[config.mk]
export PLATFORM = sky130hd
export DESIGN_NAME = embsync_decoder
export DESIGN_NICKNAME = d
export VERILOG_FILES = /design/src/rtl/embsync_pkg.sv /design/src/rtl/embsync_trs_detect.sv /design/src/rtl/embsync_line_window.sv /design/src/rtl/embsync_pair_split.sv /design/src/rtl/embsync_decoder.sv
export SDC_FILE = /design/constraint.sdc
export NUM_CORES = 1
export LEC_CHECK = 0
export ABC_AREA = 0
export BUFFER_PORTS_ARGS = -buffer_cell sky130_fd_sc_hd__buf_2
export CAP_MARGIN = 20
export CORE_MARGIN = 2
export CORE_UTILIZATION = 43
export CTS_CLUSTER_DIAMETER = 80
export DETAILED_ROUTE_END_ITERATION = 16
export PLACE_DENSITY_LB_ADDON = 0.25
export SLEW_MARGIN = 25
export SYNTH_ARGS = -nofsm -noshare
export SYNTH_HDL_FRONTEND = slang
export SYNTH_SLANG_ARGS = --single-unit
[constraint.sdc]
create_clock -name clk -period 5.35 [get_ports clk]
set_input_delay 0.2675 -clock clk [delete_from_list [all_inputs] [get_ports clk]]
set_output_delay 0.2675 -clock clk [all_outputs]
set_load 0.01 [all_outputs]
[src/rtl/embsync_pkg.sv]
package embsync_pkg;

  typedef struct packed {
    logic f;
    logic v;
    logic h;
  } trs_flags_t;

  typedef enum logic [1:0] {
    PH_CB = 2'd0,
    PH_Y0 = 2'd1,
    PH_CR = 2'd2,
    PH_Y1 = 2'd3
  } phase_t;

  // protection nibble for a flag set, MSB first
  function automatic logic [3:0] trs_parity(input trs_flags_t fl);
    return {fl.v ^ fl.h, fl.f ^ fl.h, fl.f ^ fl.v, fl.f ^ fl.v ^ fl.h};
  endfunction

  // upper eight bits of the flag word: 1, F, V, H, P3..P0
  function automatic logic xy_byte_ok(input logic [7:0] xy);
    return xy[7] && (xy[3:0] == trs_parity(trs_flags_t'(xy[6:4])));
  endfunction

  function automatic int unsigned act_words(input logic sel_short,
                                            input int unsigned long_pix,
                                            input int unsigned short_pix);
    return sel_short ? 2 * short_pix : 2 * long_pix;
  endfunction

endpackage

[src/rtl/embsync_trs_detect.sv]
module embsync_trs_detect
  import embsync_pkg::*;
#(
  parameter int DW = 10
) (
  input  logic          clk,
  input  logic          rst_n,
  input  logic [DW-1:0] din,
  output logic          xy_hit,
  output logic          xy_good,
  output trs_flags_t    xy_flags,
  output logic          code_ok_q,
  output logic          code_err_q,
  output trs_flags_t    flags_q
);

  logic [DW-1:0] h1, h2, h3;
  logic [7:0]    xy_byte;

  assign xy_byte  = din[DW-1 -: 8];
  assign xy_hit   = (h3 == '1) && (h2 == '0) && (h1 == '0);
  assign xy_flags = trs_flags_t'(xy_byte[6:4]);
  assign xy_good  = xy_hit && xy_byte_ok(xy_byte);

  always_ff @(posedge clk) begin
    if (!rst_n) begin
      h1         <= '0;
      h2         <= '0;
      h3         <= '0;
      code_ok_q  <= 1'b0;
      code_err_q <= 1'b0;
      flags_q    <= '0;
    end else begin
      h3         <= h2;
      h2         <= h1;
      h1         <= din;
      code_ok_q  <= xy_good;
      code_err_q <= xy_hit && !xy_good;
      if (xy_good) flags_q <= xy_flags;
    end
  end

  AST_OK_AFTER_PREAMBLE: assert property (@(posedge clk) disable iff (!rst_n)
    code_ok_q |-> ($past(h3) == '1) && ($past(h2) == '0) && ($past(h1) == '0));
  AST_OK_LOADS_FLAGS: assert property (@(posedge clk) disable iff (!rst_n)
    code_ok_q |-> flags_q == trs_flags_t'($past(din[DW-2 -: 3])));
  AST_ERR_KEEPS_FLAGS: assert property (@(posedge clk) disable iff (!rst_n)
    code_err_q |-> flags_q == $past(flags_q));

endmodule

[src/rtl/embsync_line_window.sv]
module embsync_line_window
  import embsync_pkg::*;
#(
  parameter int DW            = 10,
  parameter int ACT_LONG_PIX  = 720,
  parameter int ACT_SHORT_PIX = 710
) (
  input  logic          clk,
  input  logic          rst_n,
  input  logic [DW-1:0] din,
  input  logic          xy_hit,
  input  logic          xy_good,
  input  trs_flags_t    xy_flags,
  input  logic          short_line,
  output logic          active_q,
  output phase_t        phase_q,
  output logic [DW-1:0] word_q
);

  localparam int LONG_W = 2 * ACT_LONG_PIX;
  localparam int CW     = $clog2(LONG_W + 1);

  logic          arm_q;
  logic [CW-1:0] wcnt_q;
  logic          is_pre;
  logic          limit_hit;

  assign is_pre    = (din == '1);
  assign limit_hit = (wcnt_q == CW'(act_words(short_line, ACT_LONG_PIX, ACT_SHORT_PIX)));

  always_ff @(posedge clk) begin
    if (!rst_n) begin
      arm_q    <= 1'b0;
      wcnt_q   <= '0;
      active_q <= 1'b0;
      phase_q  <= PH_CB;
      word_q   <= '0;
    end else begin
      word_q <= din;
      arm_q  <= xy_good && !xy_flags.h && !xy_flags.v;
      if (xy_hit) begin
        active_q <= 1'b0;
      end else if (arm_q) begin
        active_q <= !is_pre;
        wcnt_q   <= CW'(1);
        phase_q  <= PH_CB;
      end else if (active_q) begin
        if (is_pre || limit_hit) begin
          active_q <= 1'b0;
        end else begin
          wcnt_q  <= wcnt_q + CW'(1);
          phase_q <= phase_t'(phase_q + 2'd1);
        end
      end
    end
  end

  AST_START_ON_CB: assert property (@(posedge clk) disable iff (!rst_n)
    $rose(active_q) |-> phase_q == PH_CB);
  AST_PHASE_STEP: assert property (@(posedge clk) disable iff (!rst_n)
    active_q && $past(active_q) |-> phase_q == phase_t'($past(phase_q) + 2'd1));
  AST_CODE_NOT_ACTIVE: assert property (@(posedge clk) disable iff (!rst_n)
    $past(din == '1) |-> !active_q);
  AST_LEN_LIMIT: assert property (@(posedge clk) disable iff (!rst_n)
    active_q |-> wcnt_q <= CW'(LONG_W));

endmodule

[src/rtl/embsync_pair_split.sv]
module embsync_pair_split
  import embsync_pkg::*;
#(
  parameter int DW = 10
) (
  input  logic          clk,
  input  logic          rst_n,
  input  logic          active,
  input  phase_t        phase,
  input  logic [DW-1:0] word,
  output logic          pair_valid_q,
  output logic [DW-1:0] cb_q,
  output logic [DW-1:0] y0_q,
  output logic [DW-1:0] cr_q,
  output logic [DW-1:0] y1_q
);

  logic [DW-1:0] cb_h, y0_h, cr_h;

  always_ff @(posedge clk) begin
    if (!rst_n) begin
      cb_h         <= '0;
      y0_h         <= '0;
      cr_h         <= '0;
      pair_valid_q <= 1'b0;
      cb_q         <= '0;
      y0_q         <= '0;
      cr_q         <= '0;
      y1_q         <= '0;
    end else begin
      pair_valid_q <= 1'b0;
      if (active) begin
        case (phase)
          PH_CB: cb_h <= word;
          PH_Y0: y0_h <= word;
          PH_CR: cr_h <= word;
          default: begin
            pair_valid_q <= 1'b1;
            cb_q         <= cb_h;
            y0_q         <= y0_h;
            cr_q         <= cr_h;
            y1_q         <= word;
          end
        endcase
      end
    end
  end

  AST_PAIR_AFTER_Y1: assert property (@(posedge clk) disable iff (!rst_n)
    pair_valid_q |-> $past(active && phase == PH_Y1));

endmodule

[src/rtl/embsync_decoder.sv]
module embsync_decoder
  import embsync_pkg::*;
#(
  parameter int DW            = 10,
  parameter int ACT_LONG_PIX  = 720,
  parameter int ACT_SHORT_PIX = 710
) (
  input  logic          clk,
  input  logic          rst_n,
  input  logic [DW-1:0] din,
  input  logic          short_line,
  input  logic          noninterlaced,
  output logic          code_ok,
  output logic          code_err,
  output logic          hblank,
  output logic          vblank,
  output logic          field,
  output logic          active,
  output logic [1:0]    phase,
  output logic [DW-1:0] vid_word,
  output logic          pair_valid,
  output logic [DW-1:0] pair_cb,
  output logic [DW-1:0] pair_y0,
  output logic [DW-1:0] pair_cr,
  output logic [DW-1:0] pair_y1
);

  logic       xy_hit, xy_good;
  trs_flags_t xy_flags, flags_q;
  phase_t     phase_w;
  logic       field_q;

  embsync_trs_detect #(.DW(DW)) u_detect (
    .clk        (clk),
    .rst_n      (rst_n),
    .din        (din),
    .xy_hit     (xy_hit),
    .xy_good    (xy_good),
    .xy_flags   (xy_flags),
    .code_ok_q  (code_ok),
    .code_err_q (code_err),
    .flags_q    (flags_q)
  );

  embsync_line_window #(
    .DW            (DW),
    .ACT_LONG_PIX  (ACT_LONG_PIX),
    .ACT_SHORT_PIX (ACT_SHORT_PIX)
  ) u_window (
    .clk        (clk),
    .rst_n      (rst_n),
    .din        (din),
    .xy_hit     (xy_hit),
    .xy_good    (xy_good),
    .xy_flags   (xy_flags),
    .short_line (short_line),
    .active_q   (active),
    .phase_q    (phase_w),
    .word_q     (vid_word)
  );

  embsync_pair_split #(.DW(DW)) u_pair (
    .clk          (clk),
    .rst_n        (rst_n),
    .active       (active),
    .phase        (phase_w),
    .word         (vid_word),
    .pair_valid_q (pair_valid),
    .cb_q         (pair_cb),
    .y0_q         (pair_y0),
    .cr_q         (pair_cr),
    .y1_q         (pair_y1)
  );

  always_ff @(posedge clk) begin
    if (!rst_n) field_q <= 1'b0;
    else        field_q <= !noninterlaced && (xy_good ? xy_flags.f : flags_q.f);
  end

  assign phase  = phase_w;
  assign hblank = flags_q.h;
  assign vblank = flags_q.v;
  assign field  = field_q;

  AST_FIELD_NONINT: assert property (@(posedge clk) disable iff (!rst_n)
    $past(noninterlaced) |-> !field_q);

endmodule

==> results.cfg, run 1 <==
[critical_path]
r2r_slack_ps = 3070
cp_data_arrival_time_ps = 2740
worstPathRequired_ps = 5810
cp-end-kind = register
path_max_fanout = 5
startpoint = din[7]
slowest_stage = dlygate4sd3_1
slowest_delay_ps = 590
worst_path_most_repeated_cell = dlygate4sd3_1
worst_setup_path_start_kind = input port
r2r_cells = 6
r2r_end = u_window.arm_q$_SDFF_PN0_
r2r-start = u_detect.h2[4]$_SDFF_PN0_
crit_chain = dlygate4sd3_1 -> buf_2 -> xor2_1 -> or3_1 -> a211oi_2 -> nand2_2 -> nor4_1 -> dlygate4sd3_1
cp-endpoint = u_window.arm_q$_SDFF_PN0_
crit_type = input port to register

[floorplanning]
die_area_um2 = 11400
start_util = 0.443
core.rowCount = 37
core_area_um2 = 10300
die_h_um = 107
ios = 73
die_w_um = 107

[global_routing]
grt_pass1_wl_um = 17500
grt.total_usage = 0.197
antenna_found_initial = 0
first_global_vias = 3545
globalRouteOverflowTotal = 0
grt_max_degree = 84

[clock_network]
numCtsBuffers = 17
numClockSinks = 122
cts_root_buffer = clkbuf_8
cts_resized = 0
cts.clk_slew.worst_paths_ps = 60
hold_buffers = 8
htreeDepth = 4
clock_latency_ps = 520
postCtsSetupRepairBufs = 0
max-clock-path-buffers = 2
cts_tree = built

[place]
io_buffers = 72
placed_area_um2 = 4970
routabilityCongestion = 0.858
place_hpwl_um = 7090

[yosys]
synthDistinctLibCells = 48
syn_area_um2 = 4550
async_flop_share = 0
ys_seq_area_frac = 0.537
yosys_warnings = 0
avgSynthCellArea_um2 = 8.57
synth_ff_type = dfxtp_1
synth_nets = 552
synth-edff-count = 0
synth-seq-cells = 122
syn_inst = 531

[timing]
maxSlewViolCount = 0
hold_violations = 0
rsz0062_at_grt = false
skew_ps = 5.74
maxSlewHeadroom = 0.425
fin_crit_sh = 0.426
tightest_slew_ps = 863
max_freq_ghz = 0.439
fin_tns_setup_ps = 0
min_period_ps = 2280
setup_viol = 0

[layout]
fin_util = 0.548
area_delta_synth_final_pct = 23.8
diodes = 0
nFillCells = 951
drive_gt1_frac = 0.182
fin_area_um2 = 5630
fin_nets = 623
seqCellArea_um2 = 2440
multi_input_area_um2 = 1940

[power]
power.density_nw_per_um2 = 370
vdd_drop_max_mv = 0.193
p_leak_uw = 0.00217

[route]
drt_iter0_drc = 195
wirelength_um = 10900
postRouteAntennaNets = 0
dr.pass1.iters = 4
via_per_inst = 5.09
num_vias = 3815
drc_errors = 0
wl_per_cell_um = 14.5

[job]
max_cap_viol_count = 0

[hold_path]
min_path_type = input port to register
hold-path-cell-count = 2

[run_status]
status = complete, no violations
==> metal layers <==
metal | up-vias | GRT usage | part of all wire
li1 | 1927 | - | -
met1 | 1771 | 0.259 | 0.47
met2 | 106 | 0.311 | 0.45
met3 | 11 | 0.0632 | 0.061
met4 | 0 | 0.0603 | 0.011
met5 | - | 0 | 0
==> worst max-delay path, delay by kind of cell <==
family                    cells  cell delay, ps
and+or+nand+nor               3             720
xor gates and xnor gates      1             150
AOI/OAI and AO/OA             1             330
buffers and inverters         3            1260
==> final cells by class <==
cell class	count	area share
Clock buffer	21	0.0815
Clock inverter	10	0.0211
Inverter	9	0.00600
Multi-Input combinational cell	369	0.345
Sequential cell	122	0.434
Tap cell	136	0.0302
Timing Repair Buffer	83	0.0822
==> sequential cells by signal (all words and copies together) (netlist names) <==
register             count
u_pair.cr_h             10
u_pair.pair_valid_q      1
u_pair.y0_q             10
u_pair.y1_q             10
field                    1
u_pair.cb_h             10
u_detect.h3             10
u_window.arm_q           1
u_pair.cr_q             10
u_window.active_q        1
u_detect.code_ok_q       1
u_pair.y0_h             10
u_detect.h2             10
u_window.wcnt_q         11
u_detect.flags_q         3
u_detect.code_err_q      1
u_window.phase_q         2
u_window.word_q         10
u_pair.cb_q             10
==> logic make-up after synthesis <==
logic type      Yosys count  synth area share
buf+inv                  40            0.0380
mux                       4           0.00908
flops                   122             0.537
simple gates            247             0.254
xor+xnor                  5           0.00963
compound gates          106             0.133
fa+ha+maj                 7            0.0193
==> through the flow <==
stage                     std cells  worst slack (ps)  hold slack, ps  total power (µW)
after detailed placement        711              3350             443               998
after global placement          711              3070             438               997
final                           750              3070            47.6              2080
after floorplan                 531              3610             346               973
after global routing            750              2960            54.7              2140
after CTS                       750              3090            21.9              2100
==> worst min-delay path by stage <==
stage | start | to | slack, ps
2_1_floorplan | din[7] | u_window.arm_q$_SDFF_PN0_ | 350
3_5_place_dp | u_detect.h2[4]$_SDFF_PN0_ | u_detect.h3[4]$_SDFF_PN0_ | 440
4_1_cts | din[2] | u_window.word_q[2]$_SDFF_PN0_ | 20
6_report | din[2] | u_window.word_q[2]$_SDFF_PN0_ | 50
5_1_grt | din[2] | u_window.word_q[2]$_SDFF_PN0_ | 50
3_3_place_gp | u_pair.cr_h[8]$_SDFFE_PN0P_ | u_pair.cr_q[8]$_SDFFE_PN0P_ | 440
==> where the power goes <==
part / switching, µW / internal (µW) / total, µW
Clock: 402 / 696 / 1100
Sequential: 12.9 / 918 / 931
Combinational: 31.4 / 19.9 / 51.3
Total: 446 / 1630 / 2080
==> cell usage after synthesis, types with 2 or more instances <==
library cell,n,area share
nand2_1,159,0.13
dfxtp_1,122,0.54
a21oi_1,79,0.087
and2_1,32,0.044
clkbuf_1,20,0.017
inv_1,9,0.0074
nor2_1,9,0.0074
buf_1,8,0.0066
ha_1,7,0.019
or3_1,7,0.0096
nand3_1,6,0.0066
nand4_1,5,0.0069
nor4_1,5,0.0069
nor3_1,4,0.0044
o211ai_1,4,0.0066
o21ai_0,4,0.0044
buf_6,3,0.0074
mux2i_1,3,0.0066
o21ai_1,3,0.0033
o31ai_1,3,0.0050
or4_1,3,0.0050
xnor2_1,3,0.0058
a31oi_1,2,0.0028
a32o_1,2,0.0044
nand2_2,2,0.0028
nor2b_1,2,0.0028
nor4b_1,2,0.0039
o31a_1,2,0.0039
xor2_1,2,0.0039
==> placed cells by master (no fill, tap or decap), types with 3 or more instances in the layout <==
master         Yosys  routed
clkinvlp_4         0       3
inv_1              9       8
nand4_1            5       5
buf_2              0      72
clkinv_4           0       3
mux2i_1            3       3
nand3_1            6       6
or3_1              7       7
nor3_1             4       4
dfxtp_1          122     122
clkbuf_8           0       4
nand2_1          159     159
buf_4              0       3
o31ai_1            3       3
xnor2_1            3       3
o21ai_1            3       3
ha_1               7       7
o21ai_0            4       4
nor4_1             5       5
clkbuf_16          0      16
or4_1              3       3
and2_1            32      32
a21oi_1           79      79
nor2_1             9       9
dlygate4sd3_1      0       8
o211ai_1           4       4
No activity file was read; power rests on OpenSTA's default activity.
==> inputs of run 2 (changes only) <==
clock period = 2.1 ns   (was 5.35 ns; I/O delays follow)
==> results.cfg, run 2 (synthesis gave the netlist of run 1 again) <==
[floorplanning]
core_area_um2 = 10300
start_util = 0.443
ios = 73
die_h_um = 107
die_w_um = 107
die_area_um2 = 11400
core.rowCount = 37

[layout]
final_common_cell = nand2_1
largest_reg_flops = 11
drive_gt1_frac = 0.205
fin_nets = 643
final_cells = 771
area_delta_synth_final_pct = 26.2
final_cell_mix = nand2_1 (159), dfxtp_1 (122), a21oi_1 (79), buf_2 (72), and2_1 (32)
top_register = u_window.wcnt_q
fin_area_um2 = 5740
diodes = 0

[timing]
maxSlewHeadroom = 0.523
fin_tns_setup_ps = 0
hold_violations = 0
setup_viol = 0
maxSlewViolCount = 0
timing.final.ws_setup_ps = 183
max_freq_ghz = 0.522
tightest_slew_ps = 714
min_period_ps = 1920
rsz0062_at_grt = false
fin_crit_sh = 0.913
skew_ps = 8.63

[place]
dpl.cell_count = 728
placed_area_um2 = 5100
place_hpwl_um = 7160
routabilityCongestion = 0.839
io_buffers = 72
place_ws_ps = 217

[route]
num_vias = 3887
drc_errors = 0
postRouteAntennaNets = 0
wl_per_cell_um = 14.2
wirelength_um = 10900
dr.pass1.iters = 5
via_per_inst = 5.04
drt_iter0_drc = 232

[global_routing]
grt_max_degree = 45
grt_pass1_wl_um = 18000
antenna_found_initial = 0
grt.total_usage = 0.202
globalRouteOverflowTotal = 0
first_global_vias = 3686

[critical_path]
crit_type = register to register
worst_setup_path_start_kind = register
cp-end-kind = register
path_max_fanout = 9
cp_data_arrival_time_ps = 2320
worstPathRequired_ps = 2510

[power]
power.density_nw_per_um2 = 886
vdd_drop_max_mv = 0.535
p_leak_uw = 0.00225

[clock_network]
clock_latency_ps = 520
numCtsBuffers = 17
cts_root_buffer = clkbuf_8
numClockSinks = 122
cts.clk_slew.worst_paths_ps = 60
cts_tree = built
htreeDepth = 4
max-clock-path-buffers = 2

[run_status]
status = complete, no violations

[job]
max_cap_viol_count = 0

[hold_path]
min_path_type = input port to register
run 2: cell types whose count changed in the layout (fill, tap and decap cells not counted), sizes merged:
cell,before,now
inv,9,15
clkbuf,21,18
clkinv,5,4
bufinv,2,0
buf,75,92
clkinvlp,3,4
dlygate4sd3,8,11
run 2: final timing paths:
path | start | end | slack, ps | depth (start not counted)
max | u_window.wcnt_q[2]$_SDFFE_PN0P_ | u_window.wcnt_q[10]$_SDFFE_PN0P_ | 180 | 5
min reg2reg | u_pair.cr_h[8]$_SDFFE_PN0P_ | u_pair.cr_q[8]$_SDFFE_PN0P_ | 450 | 2
min | rst_n | u_window.active_q$_SDFF_PP0_ | 170 | 4
max reg2reg | u_window.wcnt_q[2]$_SDFFE_PN0P_ | u_window.wcnt_q[10]$_SDFFE_PN0P_ | 180 | 5
run 2: final cells by class:
class,count,area (µm²)
Timing Repair Buffer,103,633
Fill cell,962,4540
Inverter,9,33.8
Sequential cell,122,2440
Tap cell,136,170
Multi-Input combinational cell,369,1930
Clock inverter,14,110
Clock buffer,18,418
run 2: stage by stage:
| stage | total power (µW) | hold WS [ps] | util |
|---|---|---|---|
| global route | 5260 | 176 | 0.559 |
| floorplan | 2480 | 183 | - |
| global placement | 2560 | 329 | 0.496 |
| detailed placement | 2560 | 331 | 0.496 |
| CTS | 5140 | 147 | 0.559 |
| finish | 5090 | 166 | 0.559 |
run 2: metal layers:
metal | vias up | track usage | routed length (µm)
met5 | - | 0 | 0
met4 | 0 | 0.0807 | 233
met3 | 14 | 0.0675 | 768
met2 | 123 | 0.309 | 4880
met1 | 1784 | 0.263 | 5030
li1 | 1966 | - | -
run 2: report_power, final:
group / total (µW) / switching [µW] / internal (µW)
clock: 2560 / 1090 / 1470
sequential: 2350 / 10.0 / 2340
combinational: 182 / 109 / 72.7
total: 5090 / 1210 / 3880
run 2: timing repair:
item | in CTS | in global routing
hold endpoints to repair | 15 | 0
buffers inserted | 0 | 0
hold buffers | 11 | 0
resized for setup | 0 | 0
run 2: critical path, cell delays in order (launching register included):
cell and delay [ps]:
dfxtp_1 470, and4_4 290, nand2_2 80, or4b_4 520, a21o_1 200, a32o_1 250
==> inputs of run 3 (changes only) <==
BUFFER_PORTS_ARGS = default   (was -buffer_cell sky130_fd_sc_hd__buf_2)
CORE_ASPECT_RATIO = 0.9   (was default)
DONT_BUFFER_PORTS = 1   (was default)
SETUP_SLACK_MARGIN = 0.4   (was default)
==> results.cfg, run 3 (synthesis gave the netlist of run 1 again) <==
[critical_path]
crit_chain = and4_4 -> nand2_4 -> or3_1 -> or4_1 -> a21oi_1
crit_buf_inv = 0
cp-endpoint = u_window.wcnt_q[7]$_SDFFE_PN0P_
cp_data_arrival_time_ps = 2060
cp-end-kind = register
r2r_slack_ps = 370
worst_setup_path_start_kind = register
slowest_delay_ps = 470
crit_type = register to register
r2r_end = u_window.wcnt_q[7]$_SDFFE_PN0P_
startpoint = u_window.wcnt_q[3]$_SDFFE_PN0P_
path_max_fanout = 7
slowest_stage = or4_1
r2r-start = u_window.wcnt_q[3]$_SDFFE_PN0P_
crit_cells = 5
cp_top_family = simple AND/OR/NAND/NOR gates
worstPathRequired_ps = 2430
r2r_cells = 5

[layout]
multi_input_area_um2 = 2050
drive_gt1_frac = 0.157
fin_nets = 602
top_register = u_window.wcnt_q
largest_reg_flops = 11
nFillCells = 929
final_common_cell = nand2_1
diodes = 0
final_cell_mix = nand2_1 (158), dfxtp_1 (112), a21oi_1 (78), and2_1 (31), dlygate4sd3_1 (31)
area_delta_synth_final_pct = 29.9
seqCellArea_um2 = 2470

[floorplanning]
start_util = 0.442
die_h_um = 102
die_area_um2 = 11400
core.rowCount = 35
die_w_um = 112
ios = 73
core_area_um2 = 10300

[route]
via_per_inst = 5.29
drc_errors = 0
dr.pass1.iters = 7
wirelength_um = 11500
drt_iter0_drc = 255
num_vias = 3814
postRouteAntennaNets = 0
wl_per_cell_um = 16.0

[timing]
hold_violations = 0
maxSlewHeadroom = 0.386
min_period_ps = 1730
rsz0062_at_grt = true
tightest_slew_ps = 918
timing.final.ws_setup_ps = 368
maxSlewViolCount = 0
setup_viol = 0
skew_ps = 6.32
max_freq_ghz = 0.578
fin_crit_sh = 0.825
fin_tns_setup_ps = 0

[power]
combPwrFrac = 0.033
switching_power_uw = 1080
p_leak_uw = 0.00215
vdd_drop_max_mv = 0.673
intPower_uw = 4350
power.density_nw_per_um2 = 919
power_frac_clock = 0.536
switching_share = 0.198
p_seq_frac = 0.432

[place]
place_ws_ps = 279
routabilityCongestion = 0.897
io_buffers = 0
place_hpwl_um = 6980

[global_routing]
grt.total_usage = 0.204
grtUsageMet1 = 0.240
grt_busiest_layer = met2
grt_use_met2 = 0.348
use_met3 = 0.0736
globalRouteOverflowTotal = 0
antenna_found_initial = 0
grt_pass1_wl_um = 18000
grt_max_degree = 69
first_global_vias = 3682

[clock_network]
cts_root_buffer = clkbuf_16
clock_latency_ps = 400
cts.clk_slew.worst_paths_ps = 50
htreeDepth = 4
numClockSinks = 122
cts_tree = built
numCtsBuffers = 17
max-clock-path-buffers = 2

[hold_path]
min_path_type = input port to register

[run_status]
status = complete, no violations

[job]
max_cap_viol_count = 0
==> run 3: changes by cell type in the layout (fill, tap and decap cells not counted), moves of 3 or more <==
cell,before,now
inv_6,6,0
dfxtp_4,0,7
dlygate4sd3_1,11,31
dfxtp_1,122,112
dfxtp_2,0,3
buf_2,72,0
buf_4,19,24
buf_6,0,3
clkinvlp_4,4,1
bufinv_16,0,3
==> run 3: power by group through the flow <==
stage	logic [µW]	clock network [µW]	registers (µW)
final	177	2910	2340
after CTS	171	2950	2350
after global placement	122	0	2400
after global routing	188	3080	2340
after detailed placement	124	0	2400
after floorplan	69.7	0	2410
==> run 3: worst min-delay path by stage <==
stage	from	to	slack, ps	cells after the start
after floorplan	din[7]	u_window.arm_q$_SDFF_PN0_	180	1
after global placement	din[7]	u_window.arm_q$_SDFF_PN0_	190	1
after detailed placement	din[7]	u_window.arm_q$_SDFF_PN0_	190	1
after CTS	rst_n	u_window.wcnt_q[0]$_SDFFE_PN0P_	1	2
after global routing	rst_n	u_window.wcnt_q[0]$_SDFFE_PN0P_	20	2
final	rst_n	u_window.wcnt_q[0]$_SDFFE_PN0P_	20	2
==> run 3: layer usage <==
layer | part of all wire | up-vias | wire length [µm]
li1 | - | 1886 | -
met3 | 0.066 | 14 | 760
met4 | 0.013 | 0 | 150
met2 | 0.48 | 115 | 5570
met5 | 0 | - | 0
met1 | 0.44 | 1799 | 5050
==> run 3: cell type report <==
type	count	area share
Sequential cell	122	0.419
Clock inverter	7	0.0197
Multi-Input combinational cell	369	0.347
Inverter	9	0.00572
Tap cell	129	0.0273
Timing Repair Buffer	62	0.101
Clock buffer	23	0.0809
==> run 3: timing repair <==
| action | CTS | global route |
|---|---|---|
| setup buffers | 8 | 4 |
| endpoints found under the setup margin | 10 | 15 |
| pin swaps | 11 | 17 |
| hold buffers | 30 | 1 |
| resized for setup | 12 | 33 |
| endpoints found under the hold margin | 43 | 1 |
==> run 3: through the flow <==
step	power [µW]	utilization	hold slack, ps	std cells	area [µm²]
CTS	5470	0.558	1.00	716	5750
floorplan	2480	-	183	531	4550
global placement	2520	0.461	194	648	4740
finish	5430	0.574	19.5	721	5910
global route	5610	0.574	18.8	721	5910
detailed placement	2520	0.461	193	648	4740
